===== config.mk =====
export PLATFORM = sky130hd
export DESIGN_NAME = ctx_tlb
export DESIGN_NICKNAME = d
export VERILOG_FILES = /design/src/rtl/ctx_tlb_pkg.sv /design/src/rtl/ctx_tlb_match.sv /design/src/rtl/ctx_tlb_victim.sv /design/src/rtl/ctx_tlb_store.sv /design/src/rtl/ctx_tlb.sv
export SDC_FILE = /design/constraint.sdc
export NUM_CORES = 2
export LEC_CHECK = 0
export ABC_AREA = 1
export BUFFER_PORTS_ARGS = -buffer_cell sky130_fd_sc_hd__buf_2
export CORE_UTILIZATION = 38
export DETAILED_ROUTE_END_ITERATION = 10
export HOLD_SLACK_MARGIN = 0.15
export PLACE_DENSITY = 0.6
export SLEW_MARGIN = 20
export SYNTH_ARGS = -nofsm -noshare
export SYNTH_HDL_FRONTEND = slang
export SYNTH_SLANG_ARGS = --single-unit

===== constraint.sdc =====
create_clock -name clk -period 4 [get_ports clk]
set_clock_uncertainty 0.05 [all_clocks]
set_input_delay 0.2 -clock clk [delete_from_list [all_inputs] [get_ports clk]]
set_output_delay 0.2 -clock clk [all_outputs]
set_load 0.1 [all_outputs]

===== src/rtl/ctx_tlb_pkg.sv =====
package ctx_tlb_pkg;

    localparam logic [1:0] ACC_READ  = 2'd0;
    localparam logic [1:0] ACC_WRITE = 2'd1;
    localparam logic [1:0] ACC_EXEC  = 2'd2;
    localparam logic [1:0] ACC_RSVD  = 2'd3;

    localparam int PERM_W     = 3;
    localparam int PERM_RD    = 0;
    localparam int PERM_WR    = 1;
    localparam int PERM_EX    = 2;

    typedef enum logic [1:0] {
        RSP_IDLE  = 2'd0,
        RSP_HIT   = 2'd1,
        RSP_MISS  = 2'd2,
        RSP_FAULT = 2'd3
    } rsp_state_t;

endpackage


===== src/rtl/ctx_tlb_match.sv =====
module ctx_tlb_match #(
    parameter int N     = 8,
    parameter int CTX_W = 8,
    parameter int VPN_W = 20
) (
    input  logic [N-1:0]            valid_vec,
    input  logic [N-1:0][CTX_W-1:0] ctx_arr,
    input  logic [N-1:0][VPN_W-1:0] vpn_arr,
    input  logic [CTX_W-1:0]        key_ctx,
    input  logic [VPN_W-1:0]        key_vpn,
    output logic [N-1:0]            hit_vec
);

    for (genvar g = 0; g < N; g++) begin : g_cmp
        assign hit_vec[g] = valid_vec[g]
                          && (ctx_arr[g] == key_ctx)
                          && (vpn_arr[g] == key_vpn);
    end

endmodule


===== src/rtl/ctx_tlb_victim.sv =====
module ctx_tlb_victim #(
    parameter int N     = 8,
    parameter int IDX_W = 3
) (
    input  logic             clk,
    input  logic             rst_n,
    input  logic [N-1:0]     valid_vec,
    input  logic             alloc,
    output logic [IDX_W-1:0] victim_idx
);

    logic [IDX_W-1:0] rr_ptr;
    logic [IDX_W-1:0] free_idx;
    logic             free_any;

    always_comb begin
        free_any = 1'b0;
        free_idx = '0;
        for (int i = N - 1; i >= 0; i--) begin
            if (!valid_vec[i]) begin
                free_any = 1'b1;
                free_idx = IDX_W'(i);
            end
        end
        victim_idx = free_any ? free_idx : rr_ptr;
    end

    always_ff @(posedge clk) begin
        if (!rst_n) begin
            rr_ptr <= '0;
        end else if (alloc) begin
            if (rr_ptr == IDX_W'(N - 1)) begin
                rr_ptr <= '0;
            end else begin
                rr_ptr <= rr_ptr + 1'b1;
            end
        end
    end

endmodule


===== src/rtl/ctx_tlb_store.sv =====
module ctx_tlb_store #(
    parameter int N      = 8,
    parameter int IDX_W  = 3,
    parameter int CTX_W  = 8,
    parameter int VPN_W  = 20,
    parameter int PFN_W  = 24,
    parameter int PERM_W = 3
) (
    input  logic                     clk,
    input  logic                     rst_n,
    input  logic                     we,
    input  logic [IDX_W-1:0]         widx,
    input  logic [CTX_W-1:0]         w_ctx,
    input  logic [VPN_W-1:0]         w_vpn,
    input  logic [PFN_W-1:0]         w_pfn,
    input  logic [PERM_W-1:0]        w_perm,
    input  logic                     w_cach,
    input  logic                     w_mod,
    input  logic                     clr_all,
    input  logic [N-1:0]             clr_vec,
    output logic [N-1:0]             valid_o,
    output logic [N-1:0][CTX_W-1:0]  ctx_o,
    output logic [N-1:0][VPN_W-1:0]  vpn_o,
    output logic [N-1:0][PFN_W-1:0]  pfn_o,
    output logic [N-1:0][PERM_W-1:0] perm_o,
    output logic [N-1:0]             cach_o,
    output logic [N-1:0]             mod_o
);

    for (genvar g = 0; g < N; g++) begin : g_ent
        logic sel;
        assign sel = we && (widx == IDX_W'(g));

        always_ff @(posedge clk) begin
            if (!rst_n) begin
                valid_o[g] <= 1'b0;
            end else if (clr_all || clr_vec[g]) begin
                valid_o[g] <= 1'b0;
            end else if (sel) begin
                valid_o[g] <= 1'b1;
            end
        end

        always_ff @(posedge clk) begin
            if (!rst_n) begin
                ctx_o[g]  <= '0;
                vpn_o[g]  <= '0;
                pfn_o[g]  <= '0;
                perm_o[g] <= '0;
                cach_o[g] <= 1'b0;
                mod_o[g]  <= 1'b0;
            end else if (sel) begin
                ctx_o[g]  <= w_ctx;
                vpn_o[g]  <= w_vpn;
                pfn_o[g]  <= w_pfn;
                perm_o[g] <= w_perm;
                cach_o[g] <= w_cach;
                mod_o[g]  <= w_mod;
            end
        end
    end

endmodule


===== src/rtl/ctx_tlb.sv =====
module ctx_tlb
    import ctx_tlb_pkg::*;
#(
    parameter int N     = 8,
    parameter int CTX_W = 8,
    parameter int VA_W  = 32,
    parameter int OFF_W = 12,
    parameter int PFN_W = 24
) (
    input  logic                   clk,
    input  logic                   rst_n,
    input  logic                   lk_valid,
    input  logic [CTX_W-1:0]       lk_ctx,
    input  logic [VA_W-1:0]        lk_vaddr,
    input  logic [1:0]             lk_acc,
    input  logic                   fl_valid,
    input  logic [CTX_W-1:0]       fl_ctx,
    input  logic [VA_W-OFF_W-1:0]  fl_vpn,
    input  logic [PFN_W-1:0]       fl_pfn,
    input  logic [2:0]             fl_perm,
    input  logic                   fl_cach,
    input  logic                   fl_mod,
    input  logic                   iv_all,
    input  logic                   iv_one,
    input  logic [CTX_W-1:0]       iv_ctx,
    input  logic [VA_W-OFF_W-1:0]  iv_vpn,
    output logic                   rs_valid,
    output logic                   rs_hit,
    output logic                   rs_miss,
    output logic                   rs_fault,
    output logic [PFN_W+OFF_W-1:0] rs_paddr,
    output logic                   rs_cacheable,
    output logic [CTX_W-1:0]       rs_ctx,
    output logic [VA_W-OFF_W-1:0]  rs_vpn
);

    localparam int VPN_W = VA_W - OFF_W;
    localparam int IDX_W = $clog2(N);

    logic [N-1:0]             ent_valid;
    logic [N-1:0][CTX_W-1:0]  ent_ctx;
    logic [N-1:0][VPN_W-1:0]  ent_vpn;
    logic [N-1:0][PFN_W-1:0]  ent_pfn;
    logic [N-1:0][PERM_W-1:0] ent_perm;
    logic [N-1:0]             ent_cach;
    logic [N-1:0]             ent_mod;

    logic [N-1:0] lk_hit_vec;
    logic [N-1:0] fl_hit_vec;
    logic [N-1:0] iv_hit_vec;

    logic [VPN_W-1:0] lk_vpn;
    assign lk_vpn = lk_vaddr[VA_W-1:OFF_W];

    ctx_tlb_match #(.N(N), .CTX_W(CTX_W), .VPN_W(VPN_W)) u_lk_match (
        .valid_vec (ent_valid),
        .ctx_arr   (ent_ctx),
        .vpn_arr   (ent_vpn),
        .key_ctx   (lk_ctx),
        .key_vpn   (lk_vpn),
        .hit_vec   (lk_hit_vec)
    );

    ctx_tlb_match #(.N(N), .CTX_W(CTX_W), .VPN_W(VPN_W)) u_fl_match (
        .valid_vec (ent_valid),
        .ctx_arr   (ent_ctx),
        .vpn_arr   (ent_vpn),
        .key_ctx   (fl_ctx),
        .key_vpn   (fl_vpn),
        .hit_vec   (fl_hit_vec)
    );

    ctx_tlb_match #(.N(N), .CTX_W(CTX_W), .VPN_W(VPN_W)) u_iv_match (
        .valid_vec (ent_valid),
        .ctx_arr   (ent_ctx),
        .vpn_arr   (ent_vpn),
        .key_ctx   (iv_ctx),
        .key_vpn   (iv_vpn),
        .hit_vec   (iv_hit_vec)
    );

    // Refill control: invalidate commands win, existing tags are rewritten in place.
    logic             fl_take;
    logic             fl_in_place;
    logic [IDX_W-1:0] fl_hit_idx;
    logic [IDX_W-1:0] victim_idx;
    logic [IDX_W-1:0] fl_widx;
    logic             fl_alloc;

    always_comb begin
        fl_hit_idx = '0;
        for (int i = 0; i < N; i++) begin
            if (fl_hit_vec[i]) begin
                fl_hit_idx = fl_hit_idx | IDX_W'(i);
            end
        end
    end

    assign fl_take     = fl_valid && !iv_all && !iv_one;
    assign fl_in_place = |fl_hit_vec;
    assign fl_alloc    = fl_take && !fl_in_place;
    assign fl_widx     = fl_in_place ? fl_hit_idx : victim_idx;

    ctx_tlb_victim #(.N(N), .IDX_W(IDX_W)) u_victim (
        .clk        (clk),
        .rst_n      (rst_n),
        .valid_vec  (ent_valid),
        .alloc      (fl_alloc),
        .victim_idx (victim_idx)
    );

    ctx_tlb_store #(
        .N(N), .IDX_W(IDX_W), .CTX_W(CTX_W), .VPN_W(VPN_W),
        .PFN_W(PFN_W), .PERM_W(PERM_W)
    ) u_store (
        .clk     (clk),
        .rst_n   (rst_n),
        .we      (fl_take),
        .widx    (fl_widx),
        .w_ctx   (fl_ctx),
        .w_vpn   (fl_vpn),
        .w_pfn   (fl_pfn),
        .w_perm  (fl_perm),
        .w_cach  (fl_cach),
        .w_mod   (fl_mod),
        .clr_all (iv_all),
        .clr_vec (iv_one ? iv_hit_vec : '0),
        .valid_o (ent_valid),
        .ctx_o   (ent_ctx),
        .vpn_o   (ent_vpn),
        .pfn_o   (ent_pfn),
        .perm_o  (ent_perm),
        .cach_o  (ent_cach),
        .mod_o   (ent_mod)
    );

    // Selected entry for the lookup (one-hot OR mux).
    logic [PFN_W-1:0]  sel_pfn;
    logic [PERM_W-1:0] sel_perm;
    logic              sel_cach;
    logic              sel_mod;
    logic              lk_any;
    logic              perm_ok;

    always_comb begin
        sel_pfn  = '0;
        sel_perm = '0;
        sel_cach = 1'b0;
        sel_mod  = 1'b0;
        for (int i = 0; i < N; i++) begin
            if (lk_hit_vec[i]) begin
                sel_pfn  = sel_pfn  | ent_pfn[i];
                sel_perm = sel_perm | ent_perm[i];
                sel_cach = sel_cach | ent_cach[i];
                sel_mod  = sel_mod  | ent_mod[i];
            end
        end
    end

    assign lk_any = |lk_hit_vec;

    always_comb begin
        unique case (lk_acc)
            ACC_READ:  perm_ok = sel_perm[PERM_RD];
            ACC_WRITE: perm_ok = sel_perm[PERM_WR];
            ACC_EXEC:  perm_ok = sel_perm[PERM_EX];
            ACC_RSVD:  perm_ok = 1'b0;
            default:   perm_ok = 1'b0;
        endcase
    end

    // Response state machine.
    rsp_state_t state_q;
    rsp_state_t state_d;

    always_comb begin
        if (!lk_valid) begin
            state_d = RSP_IDLE;
        end else if (!lk_any) begin
            state_d = RSP_MISS;
        end else if (!perm_ok) begin
            state_d = RSP_FAULT;
        end else if ((lk_acc == ACC_WRITE) && !sel_mod) begin
            state_d = RSP_MISS;
        end else begin
            state_d = RSP_HIT;
        end
    end

    always_ff @(posedge clk) begin
        if (!rst_n) begin
            state_q <= RSP_IDLE;
        end else begin
            state_q <= state_d;
        end
    end

    logic [PFN_W-1:0] r_pfn;
    logic [OFF_W-1:0] r_off;
    logic             r_cach;
    logic [CTX_W-1:0] r_ctx;
    logic [VPN_W-1:0] r_vpn;

    always_ff @(posedge clk) begin
        if (!rst_n) begin
            r_pfn  <= '0;
            r_off  <= '0;
            r_cach <= 1'b0;
            r_ctx  <= '0;
            r_vpn  <= '0;
        end else if (lk_valid) begin
            r_pfn  <= sel_pfn;
            r_off  <= lk_vaddr[OFF_W-1:0];
            r_cach <= sel_cach;
            r_ctx  <= lk_ctx;
            r_vpn  <= lk_vpn;
        end
    end

    always_comb begin
        rs_valid     = 1'b0;
        rs_hit       = 1'b0;
        rs_miss      = 1'b0;
        rs_fault     = 1'b0;
        rs_paddr     = '0;
        rs_cacheable = 1'b0;
        rs_ctx       = r_ctx;
        rs_vpn       = r_vpn;
        unique case (state_q)
            RSP_IDLE: begin
                rs_ctx = '0;
                rs_vpn = '0;
            end
            RSP_HIT: begin
                rs_valid     = 1'b1;
                rs_hit       = 1'b1;
                rs_paddr     = {r_pfn, r_off};
                rs_cacheable = r_cach;
            end
            RSP_MISS: begin
                rs_valid = 1'b1;
                rs_miss  = 1'b1;
            end
            RSP_FAULT: begin
                rs_valid = 1'b1;
                rs_fault = 1'b1;
            end
            default: begin
                rs_valid = 1'b0;
            end
        endcase
    end

endmodule


==> summary.md <==
| Metric | Value |
|---|---|
| Count of boundary I/O pins | `202` |
| Share of cells above drive strength 1 | `8.87%` |
| Highest attainable clock frequency | `0.247 GHz` |
| Area of the core | `0.0899 mm^2` |
| EDFF count, synth | `0` |
| Leak pwr | `20.9 nW` |
| Finished Layout Cells | `7543` |
| Die Ht | `303 um` |
| Via/cell ratio | `5.72` |
| Placer Congestion | `1.13` |
| Combinational family with the most area after synthesis | `simple AND/OR/NAND/NOR gates` |
| Warnings, synthesis | `0` |
| Insertion delay to the later sink of the worst-skew pair | `0.70 ns` |
| Core utilization of the finished layout | `45.1%` |
| Bufs on Longest Clock Path | `3` |
| Violation count after the first detailed-routing iteration | `6136` |
| Total count of max-transition violations in the final report | `0` |
| Wire length reported by the detailed router | `226000 um` |
| GRT Overall Usage | `48.1%` |
| Slew at the pin closest to its max-slew limit | `1.05 ns` |
| Number of max-capacitance violations reported | `0` |
| Status | `finished with violations` |
| Leading register cell type out of synthesis | `sky130_fd_sc_hd__dfxtp_1` |
| Number of different library cells in the post-synthesis netlist | `40` |
| Max stage delay on crit path | `0.67 ns` |
| Number of nets in the synthesized netlist | `6193` |
| Adder-cell area share of the yosys netlist | `0.0726%` |
| Initial antenna violation count | `18` |
| Multiplexer share of the synthesized area | `0%` |
| Starting density of the core | `38.4%` |
| Worst supply voltage drop on vdd | `0.315 mV` |
| Final min period | `4.04 ns` |
| Critical Path, Cell by Cell | `inv_1 -> nand2_1 -> nand2_1 -> nor2_1 -> nand2_1 -> nor2_1 -> nand2_1 -> nor2_1 -> nor2_1 -> nand3_1 -> nand2_1 -> a21oi_2 -> nand2_4 -> buf_12 -> nor2_1 -> nor2_1 -> dlygate4sd3_1` |
| Number of standard-cell rows in the floorplan | `110` |
| Port Buffer Count | `201` |
| Critical-path top delay cell | `sky130_fd_sc_hd__dfxtp_1` |
| Type of the worst setup path | `reg2reg` |
| Number of remaining DRC errors | `0` |
| Horizontal extent of the die | `303 um` |
| Simple-Gate Fraction of Synth Area | `43.5%` |
| Clk pin slew, worst setup/hold paths | `0.06 ns` |
| Final setup vio count | `1` |
| Average instance area after synthesis | `5.69 um^2` |
| Cells after synthesis | `6058` |
| CTS tree | `done` |
| Cell family contributing the most delay on the critical path | `simple AND/OR/NAND/NOR gates` |
| Total Nets Final | `6434` |
| Number of sinks on the clock net | `534` |
| Worst setup slack after layout | `-0.0419 ns` |
| Period utilisation layout | `101%` |
| RSZ-0062 raised after global routing | `false` |
| Pin count of the biggest net entering global routing | `169` |
| Layout overhead on the synthesized area | `17.7%` |
| Estimated wirelength of the detail-placed design | `158000 um` |
| Capturing element type of the critical path | `register` |
| Average routed wire per standard cell | `30.0 um` |
| H-tree level count | `3` |
| #FFs+latches synth | `534` |
| CTS Buf Count | `68` |
| Type of the worst min-delay path | `in2reg` |
| Buffers and inverters on the worst path | `3` |
| Worst-path maximum fanout | `115` |
| Placed cell count | `7310` |
| Max-slew headroom | `29.8%` |
| Floorplan die area | `0.0919 mm^2` |
| Clock tree root driver cell | `sky130_fd_sc_hd__clkbuf_16` |
| Area fraction in compound gates after synthesis | `8.57%` |
| Top cell by count, worst path | `sky130_fd_sc_hd__nor2_1` |
| Total count of hold-check failures in the final report | `0` |
| Power, Total | `14.2 mW` |
| Arrival @ worst endpoint | `4.56 ns` |
| Violated checks | `negative setup slack` |
| Required arrival time at the worst endpoint | `4.52 ns` |
| Antenna viol nets, final | `0` |
| Number of global-route vias before repair | `38800` |
| Share of flip-flops with an asynchronous set or reset | `0%` |
| Seq/Total Area, Yosys | `31.0%` |
| Category of the worst setup path launch point | `register` |
| Router iterations before antenna repair | `9` |
| Total of fill cells in the finished design | `9851` |
| Overflow left after global routing | `0` |
| Cell Pwr Density | `349 mW/mm^2` |
| Netlist area before placement | `0.0345 mm^2` |
| Via count | `43200` |
| Post-synthesis xor/xnor area fraction | `4.19%` |
| First-pass GRT wire length | `306000 um` |
==> metal layers <==
| metal | track usage (%) | vias up | part of all wire, % | wire, um |
|---|---|---|---|---|
| met5 | 0.776 | - | 0.077 | 175 |
| met4 | 39.6 | 14 | 10 | 22700 |
| met3 | 20.0 | 1062 | 13 | 30100 |
| met2 | 68.3 | 3145 | 40 | 89700 |
| met1 | 56.3 | 19900 | 37 | 83500 |
| li1 | - | 19100 | - | - |
==> what timing repair did <==
item	CTS	global route
endpoints found under the hold margin	466	0
resized for setup	0	1
setup endpoints to repair	0	1
buffers inserted	0	0
hold buffers	95	0
==> synth_stat cells (all sizes together) (4+ instances only) <==
library cell / n / area share [%]
nand2: 2052 / 22
nor2: 1390 / 15
inv: 715 / 7.8
dfxtp: 534 / 31
buf: 202 / 3.3
o22ai: 191 / 3.5
nand4: 141 / 2.6
o21ai: 136 / 2.0
a21oi: 131 / 2.0
clkbuf: 131 / 1.4
xnor2: 105 / 2.7
nand3: 101 / 1.5
xor2: 60 / 1.5
nor4: 35 / 0.64
nor3: 32 / 0.46
nand3b: 20 / 0.44
a221oi: 15 / 0.38
clkinv: 13 / 0.14
o2111ai: 11 / 0.28
o211ai: 11 / 0.24
a2111oi: 6 / 0.15
nor3b: 5 / 0.11
and2: 4 / 0.073
and3: 4 / 0.073
nand2b: 4 / 0.073
==> registers in the layout, indices dropped and copies added (netlist names) <==
| register | cells |
|---|---|
| r_cach | 1 |
| r_vpn | 20 |
| u_store.perm_o | 24 |
| r_off | 12 |
| u_store.ctx_o | 64 |
| u_store.mod_o | 8 |
| u_store.valid_o | 8 |
| u_victim.rr_ptr | 3 |
| u_store.cach_o | 8 |
| r_ctx | 8 |
| u_store.pfn_o | 192 |
| state_q | 2 |
| u_store.vpn_o | 160 |
| r_pfn | 24 |
==> stage by stage <==
step	setup WS (ns)	cell area, um^2	setup TNS, ns	hold slack, ns
2_1_floorplan	0.280	34500	0	0.344
3_3_place_gp	0.424	37300	0	0.395
3_5_place_dp	0.490	37300	0	0.398
4_1_cts	0.136	40500	0	0.154
5_1_grt	0.0385	40500	0	0.219
6_report	-0.0419	40600	-0.0419	0.234
==> worst reg2reg max path, stage by stage (launching register included) <==
cell	delay, ns
sky130_fd_sc_hd__dfxtp_1	0.67
sky130_fd_sc_hd__inv_1	0.24
sky130_fd_sc_hd__nand2_1	0.11
sky130_fd_sc_hd__nand2_1	0.11
sky130_fd_sc_hd__nor2_1	0.33
sky130_fd_sc_hd__nand2_1	0.09
sky130_fd_sc_hd__nor2_1	0.12
sky130_fd_sc_hd__nand2_1	0.06
sky130_fd_sc_hd__nor2_1	0.15
sky130_fd_sc_hd__nor2_1	0.16
sky130_fd_sc_hd__nand3_1	0.15
sky130_fd_sc_hd__nand2_1	0.14
sky130_fd_sc_hd__a21oi_2	0.27
sky130_fd_sc_hd__nand2_4	0.08
sky130_fd_sc_hd__buf_12	0.22
sky130_fd_sc_hd__nor2_1	0.40
sky130_fd_sc_hd__nor2_1	0.06
sky130_fd_sc_hd__dlygate4sd3_1	0.55
==> layout make-up <==
cell class,instances,area [um^2],share of cell area [%]
inverter,728,2730,6.73
antenna,17,42.5,0.105
clock buffer,101,2000,4.92
timing repair buffer,504,3890,9.59
tap,1176,1470,3.63
multi-input combinational,4463,19500,48.0
clock inverter,20,275,0.678
sequential,534,10700,26.3
==> cell families (layout without fill, tap and decap cells) <==
family          Yosys count  after routing
other cells               0             17
xor+xnor                165            165
simple gates           3790           3790
buf+inv                1061           1353
fa+ha+maj                 2              2
compound gates          506            506
flops                   534            534
==> path summary, 6_finish.rpt <==
path	startpoint	endpoint	slack (ns)	cells after the start
hold / removal	lk_ctx[3]	r_ctx[3]	0.23	4
setup reg to reg	u_store.ctx_o[2]	u_store.pfn_o[63]	-0.04	17
setup / recovery	u_store.ctx_o[2]	u_store.pfn_o[63]	-0.04	17
hold reg to reg	r_off[1]	r_off[1]	0.41	2
==> cell usage in the layout, fill, tap and decap left out, types with 11 or more instances in the layout <==
cell                            netlist  final
sky130_fd_sc_hd__a21oi_1            128    128
sky130_fd_sc_hd__a221oi_1            15     15
sky130_fd_sc_hd__buf_12               0     29
sky130_fd_sc_hd__buf_2              154    200
sky130_fd_sc_hd__buf_4               31    179
sky130_fd_sc_hd__clkbuf_1           131     16
sky130_fd_sc_hd__clkbuf_16            0     68
sky130_fd_sc_hd__clkbuf_8             0     17
sky130_fd_sc_hd__clkinv_1            13     13
sky130_fd_sc_hd__dfxtp_1            534    534
sky130_fd_sc_hd__diode_2              0     17
sky130_fd_sc_hd__dlygate4sd3_1        0     95
sky130_fd_sc_hd__inv_1              686    686
sky130_fd_sc_hd__inv_2               29     29
sky130_fd_sc_hd__nand2_1           2046   2043
sky130_fd_sc_hd__nand3_1             99     99
sky130_fd_sc_hd__nand3b_1            20     20
sky130_fd_sc_hd__nand4_1            141    141
sky130_fd_sc_hd__nor2_1            1387   1384
sky130_fd_sc_hd__nor3_1              32     32
sky130_fd_sc_hd__nor4_1              35     35
sky130_fd_sc_hd__o2111ai_1           11     11
sky130_fd_sc_hd__o211ai_1            11     11
sky130_fd_sc_hd__o21ai_0            129    129
sky130_fd_sc_hd__o22ai_1            191    191
sky130_fd_sc_hd__xnor2_1            105    105
sky130_fd_sc_hd__xor2_1              60     60
==> report_power, final <==
group	switching (mW)	internal [mW]	leakage, nW
sequential	0.0603	5.40	4.32
combinational	1.76	0.534	15.5
clock	2.79	3.63	1.11
total	4.61	9.56	20.9
Note: power is estimated with default switching activity, not from simulation.
